File: src/rtl/gpio_bank_pkg.sv
package gpio_bank_pkg;

    typedef enum logic [4:0] {
        SEL_NONE,
        SEL_REV,
        SEL_CFG,
        SEL_SSTAT,
        SEL_ISTAT,
        SEL_IEN,
        SEL_CTRL,
        SEL_DIR,
        SEL_DIN,
        SEL_DOUT,
        SEL_LLO,
        SEL_LHI,
        SEL_RISE,
        SEL_FALL,
        SEL_IEN_CLR,
        SEL_IEN_SET,
        SEL_WK_CLR,
        SEL_WK_SET,
        SEL_DOUT_CLR,
        SEL_DOUT_SET
    } reg_sel_e;

    function automatic reg_sel_e decode_offset(input logic [7:0] a);
        reg_sel_e s;
        unique case (a)
            8'h00:   s = SEL_REV;
            8'h10:   s = SEL_CFG;
            8'h14:   s = SEL_SSTAT;
            8'h18:   s = SEL_ISTAT;
            8'h1C:   s = SEL_IEN;
            8'h30:   s = SEL_CTRL;
            8'h34:   s = SEL_DIR;
            8'h38:   s = SEL_DIN;
            8'h3C:   s = SEL_DOUT;
            8'h40:   s = SEL_LLO;
            8'h44:   s = SEL_LHI;
            8'h48:   s = SEL_RISE;
            8'h4C:   s = SEL_FALL;
            8'h60:   s = SEL_IEN_CLR;
            8'h64:   s = SEL_IEN_SET;
            8'h80:   s = SEL_WK_CLR;
            8'h84:   s = SEL_WK_SET;
            8'h90:   s = SEL_DOUT_CLR;
            8'h94:   s = SEL_DOUT_SET;
            default: s = SEL_NONE;
        endcase
        return s;
    endfunction

endpackage

File: src/rtl/gpio_bank_sync.sv
module gpio_bank_sync #(
    parameter int unsigned W = 32
) (
    input  logic         clk,
    input  logic         rst_n,
    input  logic [W-1:0] raw,
    output logic [W-1:0] cur,
    output logic [W-1:0] prev
);
    logic [W-1:0] stage1;

    always_ff @(posedge clk or negedge rst_n) begin
        if (!rst_n) begin
            stage1 <= '0;
            cur    <= '0;
            prev   <= '0;
        end else begin
            stage1 <= raw;
            cur    <= stage1;
            prev   <= cur;
        end
    end
endmodule

File: src/rtl/gpio_bank_detect.sv
module gpio_bank_detect #(
    parameter int unsigned W = 32
) (
    input  logic [W-1:0] cur,
    input  logic [W-1:0] prev,
    input  logic [W-1:0] en_low,
    input  logic [W-1:0] en_high,
    input  logic [W-1:0] en_rise,
    input  logic [W-1:0] en_fall,
    output logic [W-1:0] event_hit
);
    for (genvar i = 0; i < W; i++) begin : g_line
        logic lvl_lo, lvl_hi, edg_up, edg_dn;
        assign lvl_lo = en_low[i]  & ~cur[i];
        assign lvl_hi = en_high[i] &  cur[i];
        assign edg_up = en_rise[i] &  cur[i] & ~prev[i];
        assign edg_dn = en_fall[i] & ~cur[i] &  prev[i];
        assign event_hit[i] = lvl_lo | lvl_hi | edg_up | edg_dn;
    end
endmodule

File: src/rtl/gpio_bank_status.sv
module gpio_bank_status #(
    parameter int unsigned W = 32
) (
    input  logic         clk,
    input  logic         rst_n,
    input  logic [W-1:0] event_hit,
    input  logic [W-1:0] clr_mask,
    output logic [W-1:0] status
);
    always_ff @(posedge clk or negedge rst_n) begin
        if (!rst_n) status <= '0;
        else        status <= (status & ~clr_mask) | event_hit;
    end

    // A fresh event beats a same-cycle clear on the same bit
    assert_event_wins_R8: assert property (@(posedge clk) disable iff (!rst_n)
        (|event_hit) |=> ((status & $past(event_hit)) == $past(event_hit)));

    // A set bit that was not cleared is still set one cycle later
    assert_status_sticky_R6: assert property (@(posedge clk) disable iff (!rst_n)
        (|(status & ~clr_mask)) |=>
        ((status & $past(status & ~clr_mask)) == $past(status & ~clr_mask)));
endmodule

File: src/rtl/gpio_bank_top.sv
module gpio_bank_top
    import gpio_bank_pkg::*;
#(
    parameter int unsigned LINES     = 32,
    parameter int unsigned DW        = 32,
    parameter int unsigned AW        = 8,
    parameter logic [3:0]  REV_MAJOR = 4'd2,
    parameter logic [3:0]  REV_MINOR = 4'd1
) (
    input  logic             clk,
    input  logic             rst_n,
    input  logic             bus_wr,
    input  logic [AW-1:0]    bus_addr,
    input  logic [DW-1:0]    bus_wdata,
    output logic [DW-1:0]    bus_rdata,
    input  logic [LINES-1:0] pin_in,
    output logic [LINES-1:0] pin_out,
    output logic [LINES-1:0] pin_is_input,
    output logic             bank_irq,
    output logic             wake_req
);
    localparam logic [DW-1:0] REV_WORD = DW'({REV_MAJOR, REV_MINOR});
    localparam logic [DW-1:0] DONE_WORD = DW'(1);

    reg_sel_e         sel;
    logic [LINES-1:0] wmask;
    logic [LINES-1:0] dout, dir_in, irq_en, wake_en;
    logic [LINES-1:0] en_low, en_high, en_rise, en_fall;
    logic [DW-1:0]    cfg_q, ctrl_q;
    logic [LINES-1:0] cur, prev, event_hit, clr_mask, status;

    assign sel   = decode_offset(8'(bus_addr));
    assign wmask = bus_wdata[LINES-1:0];

    gpio_bank_sync #(.W(LINES)) sync_i (
        .clk(clk), .rst_n(rst_n), .raw(pin_in), .cur(cur), .prev(prev)
    );

    gpio_bank_detect #(.W(LINES)) detect_i (
        .cur(cur), .prev(prev),
        .en_low(en_low), .en_high(en_high), .en_rise(en_rise), .en_fall(en_fall),
        .event_hit(event_hit)
    );

    assign clr_mask = (bus_wr && sel == SEL_ISTAT) ? wmask : '0;

    gpio_bank_status #(.W(LINES)) status_i (
        .clk(clk), .rst_n(rst_n), .event_hit(event_hit),
        .clr_mask(clr_mask), .status(status)
    );

    always_ff @(posedge clk or negedge rst_n) begin
        if (!rst_n) begin
            dout    <= '0;
            dir_in  <= '1;
            irq_en  <= '0;
            wake_en <= '0;
            en_low  <= '0;
            en_high <= '0;
            en_rise <= '0;
            en_fall <= '0;
            cfg_q   <= '0;
            ctrl_q  <= '0;
        end else if (bus_wr) begin
            unique case (sel)
                SEL_CFG:      cfg_q   <= bus_wdata;
                SEL_CTRL:     ctrl_q  <= bus_wdata;
                SEL_IEN:      irq_en  <= wmask;
                SEL_DIR:      dir_in  <= wmask;
                SEL_DOUT:     dout    <= wmask;
                SEL_LLO:      en_low  <= wmask;
                SEL_LHI:      en_high <= wmask;
                SEL_RISE:     en_rise <= wmask;
                SEL_FALL:     en_fall <= wmask;
                SEL_IEN_CLR:  irq_en  <= irq_en & ~wmask;
                SEL_IEN_SET:  irq_en  <= irq_en | wmask;
                SEL_WK_CLR:   wake_en <= wake_en & ~wmask;
                SEL_WK_SET:   wake_en <= wake_en | wmask;
                SEL_DOUT_CLR: dout    <= dout & ~wmask;
                SEL_DOUT_SET: dout    <= dout | wmask;
                default:      ;
            endcase
        end
    end

    always_comb begin
        unique case (sel)
            SEL_REV:                   bus_rdata = REV_WORD;
            SEL_CFG:                   bus_rdata = cfg_q;
            SEL_SSTAT:                 bus_rdata = DONE_WORD;
            SEL_ISTAT:                 bus_rdata = DW'(status);
            SEL_IEN, SEL_IEN_CLR,
            SEL_IEN_SET:               bus_rdata = DW'(irq_en);
            SEL_CTRL:                  bus_rdata = ctrl_q;
            SEL_DIR:                   bus_rdata = DW'(dir_in);
            SEL_DIN:                   bus_rdata = DW'(cur);
            SEL_DOUT, SEL_DOUT_CLR,
            SEL_DOUT_SET:              bus_rdata = DW'(dout);
            SEL_LLO:                   bus_rdata = DW'(en_low);
            SEL_LHI:                   bus_rdata = DW'(en_high);
            SEL_RISE:                  bus_rdata = DW'(en_rise);
            SEL_FALL:                  bus_rdata = DW'(en_fall);
            SEL_WK_CLR, SEL_WK_SET:    bus_rdata = DW'(wake_en);
            default:                   bus_rdata = '0;
        endcase
    end

    assign pin_out      = dout;
    assign pin_is_input = dir_in;
    assign bank_irq     = |(status & irq_en);
    assign wake_req     = |(status & wake_en);

    assert_set_dout_R3: assert property (@(posedge clk) disable iff (!rst_n)
        (bus_wr && sel == SEL_DOUT_SET) |=>
        ((pin_out & $past(wmask)) == $past(wmask)));

    assert_clr_ien_R9: assert property (@(posedge clk) disable iff (!rst_n)
        (bus_wr && sel == SEL_IEN_CLR) |=> ((irq_en & $past(wmask)) == '0));

    assert_irq_source_R9: assert property (@(posedge clk) disable iff (!rst_n)
        bank_irq |-> ((|irq_en) && (|status)));

    assert_wake_source_R10: assert property (@(posedge clk) disable iff (!rst_n)
        wake_req |-> ((|wake_en) && (|status)));
endmodule

File: config.mk
export PLATFORM = sky130hd
export DESIGN_NAME = gpio_bank_top
export DESIGN_NICKNAME = d
export VERILOG_FILES = /design/src/rtl/gpio_bank_pkg.sv /design/src/rtl/gpio_bank_sync.sv /design/src/rtl/gpio_bank_detect.sv /design/src/rtl/gpio_bank_status.sv /design/src/rtl/gpio_bank_top.sv
export SDC_FILE = /design/constraint.sdc
export NUM_CORES = 1
export LEC_CHECK = 0
export ABC_AREA = 1
export BUFFER_PORTS_ARGS = -buffer_cell sky130_fd_sc_hd__buf_2
export CAP_MARGIN = 20
export CORE_MARGIN = 5
export CORE_UTILIZATION = 35
export CTS_BUF_LIST = sky130_fd_sc_hd__clkbuf_8
export DETAILED_ROUTE_END_ITERATION = 10
export GPL_TIMING_DRIVEN = 0
export SKIP_LAST_GASP = 1
export SYNTH_ARGS = -nofsm -noshare
export SYNTH_HDL_FRONTEND = slang
export SYNTH_SLANG_ARGS = --single-unit
File: constraint.sdc
create_clock -name clk -period 2.13 [get_ports clk]
set_clock_uncertainty 0.1 [all_clocks]
set_input_delay 0.3195 -clock clk [delete_from_list [all_inputs] [get_ports clk]]
set_output_delay 0.3195 -clock clk [all_outputs]
set_load 0.05 [all_outputs]
==> run metrics, run 1 <==
GRT overflow 0; Final Instance Area roughly 0.028 mm2; Place WS -0.751 ns; failing checks negative setup slack; clock network fraction of total power 0.410; Setup-failing EPs final 34; Mapped Cells 2550; Tightest Pin Transition between 0.9 and 1 ns; kind of end point of the critical path output pin; Switching Fraction 0.288; CTS tree built; Root Buffer clkbuf_8; Seq/Total Area, Yosys 0.548; vias in the first global route approximately 20000; Gate power share 0.117; Net Count, Synth between 2000 and 3000; die area about 0.064 mm2; HPWL Detailed slightly above 50000 um; Nets 3063; Worst Hold Class in -> async; initial antenna violation count 2; f_max around 400 MHz; TritonCTS Buffers 81; row cnt 88; Tcrit/Tclk final 1.17; ANT nets after route 0; share of cells above drive strength 1 0.242; r2r setup slk between 0.8 and 0.9 ns; Die Span Y 252 um; Setup Crit Path Kind reg -> out; Worst VDD drop 0.478 mV; H-Tree Depth 3; drt wl/cell between 20 and 25 um; GP Congestion just over 0.9; Avg Inst Size Synth 8.05 um2; r2r startpoint sync_i.cur[14]$_DFF_PN0_; final hold vios 0; largest net degree at the start of global routing roughly 110; Power Total between 20 and 25 mW; Placed Instance Area 0.0225 mm2; drt pass-1 iters 6; DRC Markers 0; area grow syn2layout 34.4%; status finished, violations left; WHS approximately 0.17 ns; Finished Core Util 0.477; Critical Path RT between 1.5 and 2 ns; GRT Util Overall 0.247; die width about 250 um; Initial Util 0.355; RR Endpoint status_i.status[14]$_DFF_PN0_; Core Region 0.0579 mm2; Int Pwr between 10 and 15 mW; routed vias/inst 5.29; Leak about 14 nW; # IOs between 150 and 200; Final min period around 2.5 ns; Crit path arrival time ~2.1 ns; DRT iter0 DRCs ~2500; Power Dens Cells 728 mW/mm2; Distinct cells, synth 26; Sink Count 448; first-pass GRT wire length between 100000 and 150000 um; fin cells between 3000 and 4000; Mapped Area between 0.02 and 0.025 mm2; Net Sw Power around 5.8 mW; number of I/O port buffers roughly 170; sequential fraction of design power 0.473; Clock transition at path regs 0.06 ns; Worst R2R Path Depth 3; placed cell count around 3500; via count roughly 20000; RSZ-0062 raised after global routing true; Final WS setup -0.366 ns; post-synthesis register bit count about 450; setup TNS -4.73 ns; WL final about 83000 um; Slew Limit Fails 0; critical-path maximum fanout 4; Max Cap Viol 0; Clock Tree Buf Depth 3; Setup crit start kind register; Slew headroom 0.389; YS warnings 0; Worst-Skew Late Latency 0.67 ns
## flip-flops by register name, indices dropped and copies added (netlist names), named ones only
signal and cells:
sync_i.cur 32, sync_i.stage1 32, en_high 32, pin_is_input 32
irq_en 32, pin_out 32, en_low 32, sync_i.prev 32
en_fall 32, en_rise 32, ctrl_q 32, status_i.status 32
cfg_q 32
## area by class of cell
cell class | count | area, um2
repair buffers | 359 | 3150
plain buffers | 127 | 1100
inverters | 291 | 1120
well taps | 765 | 957
fillers | 5517 | 30300
multi-input cells | 1680 | 8360
flip-flops and latches | 448 | 11300
clock inverters | 45 | 213
clock buffers | 104 | 1430
diodes | 1 | 2.50
## synthesized netlist by cell type, drive strengths merged
cell type / instances / share of area
nor2: 134 / 0.028
dfrtp: 416 / 0.51
o32ai: 32 / 0.014
nand3: 250 / 0.061
nand2: 792 / 0.15
o22ai: 8 / 0.0024
buf: 77 / 0.022
a21oi: 64 / 0.016
nand4: 4 / 0.0012
a221oi: 4 / 0.0017
a22o: 6 / 0.0026
dfstp: 32 / 0.041
o21ai: 384 / 0.094
clkbuf: 54 / 0.0099
nor3: 2 / 0.0010
inv: 291 / 0.053
## worst max-delay path by stage
stage | startpoint | end | slack [ns] | cells past startpoint
6_report | status_i.status[0]$_DFF_PN0_ | wake_req | -0.37 | 7
5_1_grt | status_i.status[0]$_DFF_PN0_ | wake_req | -0.42 | 7
4_1_cts | status_i.status[13]$_DFF_PN0_ | bank_irq | -0.38 | 6
3_5_place_dp | bus_addr[7] | bus_rdata[5] | -0.75 | 10
3_3_place_gp | rst_n | sync_i.cur[15]$_DFF_PN0_ | -8.55 | 1
2_1_floorplan | bus_addr[1] | bus_rdata[28] | 0.11 | 11
## cells by family after synthesis
kind of cell           after synthesis  synth area share
flip-flops                         448             0.548
AND/OR/NAND/NOR                   1182             0.238
buffers and inverters              422            0.0849
AO/OA/AOI/OAI                      498             0.130
## cell usage in the layout, fill, tap and decap left out, types with 57 or more instances in the layout
cell type and n:
a21oi_1 64, buf_2 155, buf_4 87, buf_6 66
clkbuf_8 104, dfrtp_1 414, dlygate4sd3_1 67, inv_1 307
nand2_1 714, nand2_2 57, nand3_1 176, nand3_2 73
nor2_1 90, o21ai_0 178, o21ai_1 206
## layer usage
metal	part of all wire	track usage	up-vias	routed length [um]
li1	-	-	9089	-
met1	0.39	0.328	9731	32600
met2	0.45	0.375	1159	37200
met3	0.11	0.0690	234	9060
met4	0.048	0.115	5	3950
met5	0.0012	0.00902	-	96
## repair_timing
action,in CTS,in global routing
cloned,5,9
endpoints found under the setup margin,34,34
hold buffers,67,0
buffers inserted,67,35
hold endpoints to repair,362,0
pin swaps,49,112
resized for setup,276,233
## worst max-delay path, stage by stage, from the launching register on
cell	delay, ns
dfrtp_1	0.42
nand2_1	0.09
nand2_1	0.06
a221oi_2	0.25
nand2_1	0.15
nor2_4	0.18
nand2_4	0.09
buf_8	0.16
## power groups by stage
| stage | sequential (mW) | clock [mW] | combinational (mW) |
|---|---|---|---|
| floorplan | 10.0 | 0 | 0.724 |
| global placement | 9.62 | 0 | 1.93 |
| detailed placement | 9.63 | 0 | 1.99 |
| CTS | 9.49 | 8.38 | 2.24 |
| global route | 9.57 | 8.79 | 2.55 |
| finish | 9.51 | 8.24 | 2.35 |
No activity file was read; power rests on OpenSTA's default activity.
==> run 2: changes to the inputs <==
Settings changed: ABC_AREA 1 to 0, PLACE_DENSITY set to 0.56.
==> run 2 against run 1 <==
  * The flow still finishes with violations (negative setup slack)
  * Sequential share of layout area is 1.5 points lower
  * Area after synthesis is 3.4% higher
  * Fmax is 18% lower
  * Combinational power is 16% lower
  * Power is 2.5% lower
  * Critical path type is now in -> out
  * Largest cell class unchanged
  * Largest power group unchanged
==> run metrics, run 2 <==
row cnt 90 (+2.3%); Power Dens Cells 684 mW/mm2 (-6.1%); Root Buffer clkbuf_8; r2r startpoint en_fall[23]$_DFFE_PN0P_; RR Endpoint status_i.status[23]$_DFF_PN0_; critical-path maximum fanout 10 (+6); WL final 99300 um (+20%); Slew headroom 0.384 (-0.00517); Setup Crit Path Kind in -> out; asr flop ratio synth 1.00 (unchanged); Nets 2324 (-24%); Crit path arrival time 2.62 ns (+0.54 ns); Cell Chain, Critical Path buf_12, or4b_4, buf_12, buf_12, nor2_4, clkbuf_8, a22o_1, a221oi_1, o211ai_1, buf_4; HPWL Detailed 66400 um (+28%); placed cell count 2783 (-20%); drt pass-1 iters 8 (+2); Worst-Skew Late Latency 0.71 ns (+0.04 ns); top_reg_cell synth dfrtp_1; routed vias/inst 6.00 (+13%); Core Region 0.0602 mm2 (+4.0%); GRT Util Overall 0.291 (+0.0441); FILL cells 5480 (-0.67%); drt wl/cell 32.0 um (+47%); Distinct cells, synth 75 (+190%); ANT nets after route 0 (unchanged); Critical Path RT 1.71 ns (about the same); Placed Instance Area 0.0240 mm2 (+7.0%); DRC Markers 0 (unchanged); f_max 329 MHz (-18%); cell family with most CP delay buffers and inverters; DRT iter0 DRCs 1980 (-20%); failing checks negative setup slack; Seq/Total Area, Yosys 0.530 (-0.0179); area grow syn2layout 35.0%; Tcrit/Tclk final 1.43 (+0.255); status finished, violations left; die area 0.0657 mm2 (+3.2%); Sink Count 448 (unchanged); Tightest Pin Transition 0.924 ns (+0.00775 ns); r2r setup slk 0.92 ns (+0.04 ns); largest net degree at the start of global routing 118 (+4.4%); top-area cell type share of the netlist area 0.490 (-0.0166); Worst Hold Class in -> async; RSZ-0062 raised after global routing true; busiest layer in global routing met2; fin cells 3102 (-19%); TritonCTS Buffers 83 (+2.5%); share of cells above drive strength 1 0.405 (+0.163); # IOs 173 (unchanged); initial antenna violation count 2 (unchanged); Slew Limit Fails 0 (unchanged); register area 0.0113 mm2 (about the same); Max Cap Viol 0 (unchanged); Final WS setup -0.909 ns (-0.542 ns); Worst VDD drop 0.452 mV (-5.4%); YS warnings 0 (unchanged); Post-synth EDFFs 0 (unchanged); grt met1 use 0.392 (+0.0640); Worst R2R Path Depth 4 (+1); via count 18600 (-7.9%); CP max stage delay 0.54 ns (+0.12 ns); Mapped Cells 1812 (-29%); final hold vios 0 (unchanged); H-Tree Depth 3 (unchanged); Clock Tree Buf Depth 3 (unchanged); most common cell after layout, fill and taps aside dfrtp_1; first-pass GRT wire length 139000 um (+16%); met3 GRT Util 0.0717 (+0.00268); die width 256 um (+1.6%); Initial Util 0.352 (-0.00218); Clock transition at path regs 0.07 ns (about the same); WP depth 10 (+3); cell taking the most area after synthesis dfrtp_1; vias in the first global route 18500 (-5.5%); kind of end point of the critical path output pin; most frequent cells in the layout 406 x dfrtp_1, 165 x mux2_2, 153 x buf_2, 149 x nand2_1, 141 x a21oi_1; Net Count, Synth 1887 (-28%); GRT overflow 0 (unchanged); Die Span Y 256 um (+1.6%); Setup-failing EPs final 76 (+120%); area of the multi-input gates 0.0100 mm2 (+20%); grt met2 use 0.442 (+0.0667); slowest stage cell on the critical path or4b_4; most common cell in the netlist dfrtp_1; Place WS -1.91 ns (-1.16 ns); Buf+Inv Stages, Crit Path 5 (+4); CTS tree built; Avg Inst Size Synth 11.7 um2 (+45%); WHS 0.0728 ns (-0.0989 ns); Mapped Area 0.0212 mm2 (+3.4%); number of I/O port buffers 171 (unchanged); most common cell type on the critical path buf_12; synth cell count leaders 416 x dfrtp_1, 165 x mux2_2, 154 x nand2_1; GP Congestion 0.977 (+5.4%); Final Instance Area 0.0287 mm2 (+3.8%); top cells by area, synth dfrtp_1 49%, mux2_2 8.8%, mux2_4 6.4%; Final min period 3.04 ns (+0.542 ns); Setup crit start kind input pin; post-synthesis register bit count 448 (unchanged); Leak 13.3 nW (-2.7%)
[run 2: worst reg2reg max path: stages (launching register included)]
cell      delay, ns
dfrtp_1        0.43
buf_4          0.16
a211oi_1       0.18
a21oi_1        0.07
a21o_1         0.16
[run 2: report_power, final]
group          switching (mW)  internal [mW]
Sequential              0.323           8.88
Combinational            1.23          0.750
Clock                    3.91           4.50
Total                    5.46           14.1
[run 2: worst max-delay path by stage]
stage	start	end	slack [ns]
2_1_floorplan	bus_addr[7]	bus_rdata[25]	-0.72
3_3_place_gp	rst_n	sync_i.stage1[2]$_DFF_PN0_	-8.63
3_5_place_dp	bus_addr[5]	bus_rdata[14]	-1.91
4_1_cts	bus_addr[1]	bus_rdata[17]	-0.91
5_1_grt	bus_addr[1]	bus_rdata[29]	-0.91
6_report	bus_addr[1]	bus_rdata[14]	-0.91
[run 2: area by class of cell]
type / instances / area share
tap: 782 / 0.0342
sequential: 448 / 0.393
antenna: 3 / 0.000262
multi-input combinational: 1173 / 0.350
buffer: 149 / 0.0497
timing repair buffer: 357 / 0.109
clock buffer: 103 / 0.0495
inverter: 37 / 0.00520
clock inverter: 50 / 0.00904
[run 2: cells by family (layout without fill, tap and decap cells)]
group / Yosys count / after routing / synth area share
simple gates: 293 / 293 / 0.0686
compound gates: 594 / 594 / 0.193
buf+inv: 191 / 696 / 0.0421
other cells: 0 / 3 / 0
flops: 448 / 448 / 0.530
mux: 286 / 286 / 0.166
[run 2: per-layer routing]
layer	wire (um)	vias up
li1	-	7697
met1	40200	9608
met2	44300	1072
met3	9660	240
met4	5120	0
met5	0	-
[run 2: repair_timing]
action / 4_1_cts / 5_1_grt
gates cloned: 4 / 4
pin swaps: 55 / 30
endpoints found under the setup margin: 282 / 207
buffers inserted: 78 / 17
endpoints found under the hold margin: 312 / 0
resized for setup: 269 / 78
hold buffers: 65 / 0
[run 2: stage by stage]
stage | setup TNS, ns | util | power, mW
after floorplan | -30.09 | - | 10.2
after global placement | -4182.44 | 0.394 | 10.9
after detailed placement | -375.87 | 0.399 | 11.0
after CTS | -27.53 | 0.468 | 19.7
after global routing | -31.30 | 0.476 | 20.2
final | -29.99 | 0.476 | 19.6
==> run 3: changes to the inputs <==
Settings changed: PLACE_DENSITY 0.56 to not set.
Clock period 2.13 ns to 2.73 ns, I/O delays scaled along.
==> run 3 against run 2 <==
  * The run still ends with negative setup slack left
  * Final cell count about the same
  * Design area fell by 0.83%
  * Critical path depth up 2
  * Die area stayed put
  * Largest power group unchanged
  * Routed wire length down 2.1%
  * Count of clock-buffer cells in the layout down 3
  * Power fell by 19%
  * Flip-flop and latch count unchanged
  * Global-route usage down 0.56 points
  * Non-clock buffer count fell by 3
==> run metrics, run 3 (synthesis gave the netlist of run 2 again) <==
r2r setup slk 1.59 ns (+0.67 ns); Max Cap Viol 0 (unchanged); Leak 13.3 nW (about the same); Net Sw Power 4.38 mW (-20%); Clock transition at path regs 0.06 ns (about the same); Finished Core Util 0.472 (-0.00393); drt wl/cell 31.3 um (-2.0%); Crit path arrival time 2.66 ns (+0.04 ns); Power Dens Cells 557 mW/mm2 (-19%); FILL cells 5573 (+1.7%); GP Congestion 1.03 (+5.2%); status finished, violations left; area grow syn2layout 33.9%; Initial Util 0.352 (unchanged); Final min period roughly 3.2 ns; Worst Hold Class in -> async; Power Total 15.8 mW (-19%); clock network fraction of total power 0.448 (+0.019); die width 256 um (unchanged); Setup Crit Path Kind in -> out; Tcrit/Tclk final 1.16; share of cells above drive strength 1 0.403 (-0.00267); Worst-Skew Late Latency 0.71 ns (about the same); Setup-failing EPs final 34 (-55%); RR Endpoint status_i.status[6]$_DFF_PN0_; Setup crit start kind input pin; Gate power share 0.098 (-0.003); via count 18800 (+0.76%); number of I/O port buffers 171 (unchanged); Die Span Y 256 um (unchanged); Critical Path RT 2.22 ns (+0.51 ns); most common cell after layout, fill and taps aside dfrtp_1; Int Pwr 11.4 mW (-19%); Sink Count 448 (unchanged); first-pass GRT wire length 137000 um (-1.5%); ANT nets after route 0 (unchanged); routed vias/inst 6.05 (+0.86%); Switching Fraction 0.277 (-0.00187); Slew headroom 0.273 (-0.111); kind of end point of the critical path output pin; f_max 316 MHz; initial antenna violation count 5 (+3); Clock Tree Buf Depth 3 (unchanged); Worst VDD drop 0.393 mV (-13%); row cnt 90 (unchanged); Root Buffer clkbuf_8; TritonCTS Buffers 82 (-1.2%); Worst R2R Path Depth 3 (-1); final hold vios 0 (unchanged); DRC Markers 0 (unchanged); r2r startpoint sync_i.cur[6]$_DFF_PN0_; Tightest Pin Transition 1.09 ns (+0.167 ns); DRT iter0 DRCs 2355 (+19%); failing checks negative setup slack; CTS tree built; H-Tree Depth 3 (unchanged); Slew Limit Fails 0 (unchanged); Place WS -1.63 ns (+0.280 ns); GRT overflow 0 (unchanged); HPWL Detailed 65300 um (-1.6%); Final WS setup -0.436 ns (+0.472 ns); Core Region 0.0602 mm2 (unchanged); most frequent cells in the layout 406 x dfrtp_1, 165 x mux2_2, 157 x buf_2, 151 x nand2_1, 140 x a21oi_1; vias in the first global route 18900 (+1.8%); GRT Util Overall 0.286 (-0.00555); Nets 2320 (-0.17%); largest net degree at the start of global routing 102 (-14%); sequential fraction of design power 0.454 (-0.016); WHS 0.227 ns (+0.154 ns); drt pass-1 iters 8 (unchanged); # IOs 173 (unchanged); RSZ-0062 raised after global routing true; die area 0.0657 mm2 (unchanged); critical-path maximum fanout 7 (-3); WL final 97100 um (-2.1%)
==> run 3: cell types whose count changed in the layout (fill, tap and decap cells not counted), moves of 7 or more <==
cell      change
buf_8         -8
inv_1        -10
clkinv_2      +9
o21ai_0      +18
nand3_2       +7
clkbuf_1      +7
o21ai_1      -19
clkbuf_4      -7
==> run 3: metal layers <==
metal  vias up  share of wire  GRT usage
li1       7668              -          -
met1      9554           0.40      0.378
met2      1215           0.43      0.426
met3       318           0.11     0.0830
met4         4          0.061      0.150
met5         -        0.00035          0
==> run 3: through the flow <==
step,TNS [ns],std cells,cell area (um2)
2_1_floorplan,-3.13,1812,21600
4_1_cts,-11.28,3074,27900
3_5_place_dp,-191.53,2778,23600
6_report,-11.58,3099,28400
5_1_grt,-12.16,3099,28400
3_3_place_gp,-3753.72,2765,23400
==> run 3: worst max-delay path by stage <==
stage	cells after the start	from	end
3_5_place_dp	9	bus_addr[1]	bus_rdata[28]
5_1_grt	11	bus_addr[7]	bus_rdata[22]
3_3_place_gp	1	rst_n	sync_i.stage1[28]$_DFF_PN0_
2_1_floorplan	9	bus_addr[7]	bus_rdata[25]
4_1_cts	11	bus_addr[1]	bus_rdata[14]
6_report	12	bus_addr[7]	bus_rdata[24]
==> run 3: repair_timing <==
action / in CTS / in global routing
setup buffers: 73 / 26
hold buffers: 65 / 0
resized for setup: 276 / 82
setup endpoints to repair: 76 / 62
pin swaps: 51 / 41
endpoints found under the hold margin: 182 / 0
cloned: 7 / 2
==> run 3: area by class of cell <==
type	instances	area [um2]	share of cell area
sequential	448	11300	0.396
clock inverter	54	420	0.0148
inverter	37	148	0.00520
timing repair buffer	355	3110	0.110
multi-input combinational	1173	9830	0.346
tap	782	978	0.0344
antenna	2	5.00	0.000176
clock buffer	100	1380	0.0484
buffer	148	1280	0.0452
==> run 3: worst max-delay path, cell delays in order <==
cell	delay, ns
buf_12	0.11
or4b_4	0.56
buf_12	0.17
nor2_8	0.13
a21o_4	0.15
nor2_4	0.06
buf_12	0.14
clkbuf_16	0.20
buf_12	0.15
a32oi_2	0.20
nand3_2	0.16
buf_8	0.20
==> run 3: power groups by stage <==
stage | Clock [mW] | Sequential [mW] | Combinational (mW)
6_report | 7.08 | 7.19 | 1.55
5_1_grt | 7.49 | 7.21 | 1.64
4_1_cts | 7.17 | 7.18 | 1.50
3_5_place_dp | 0 | 7.29 | 1.29
3_3_place_gp | 0 | 7.29 | 1.24
2_1_floorplan | 0 | 7.37 | 0.567
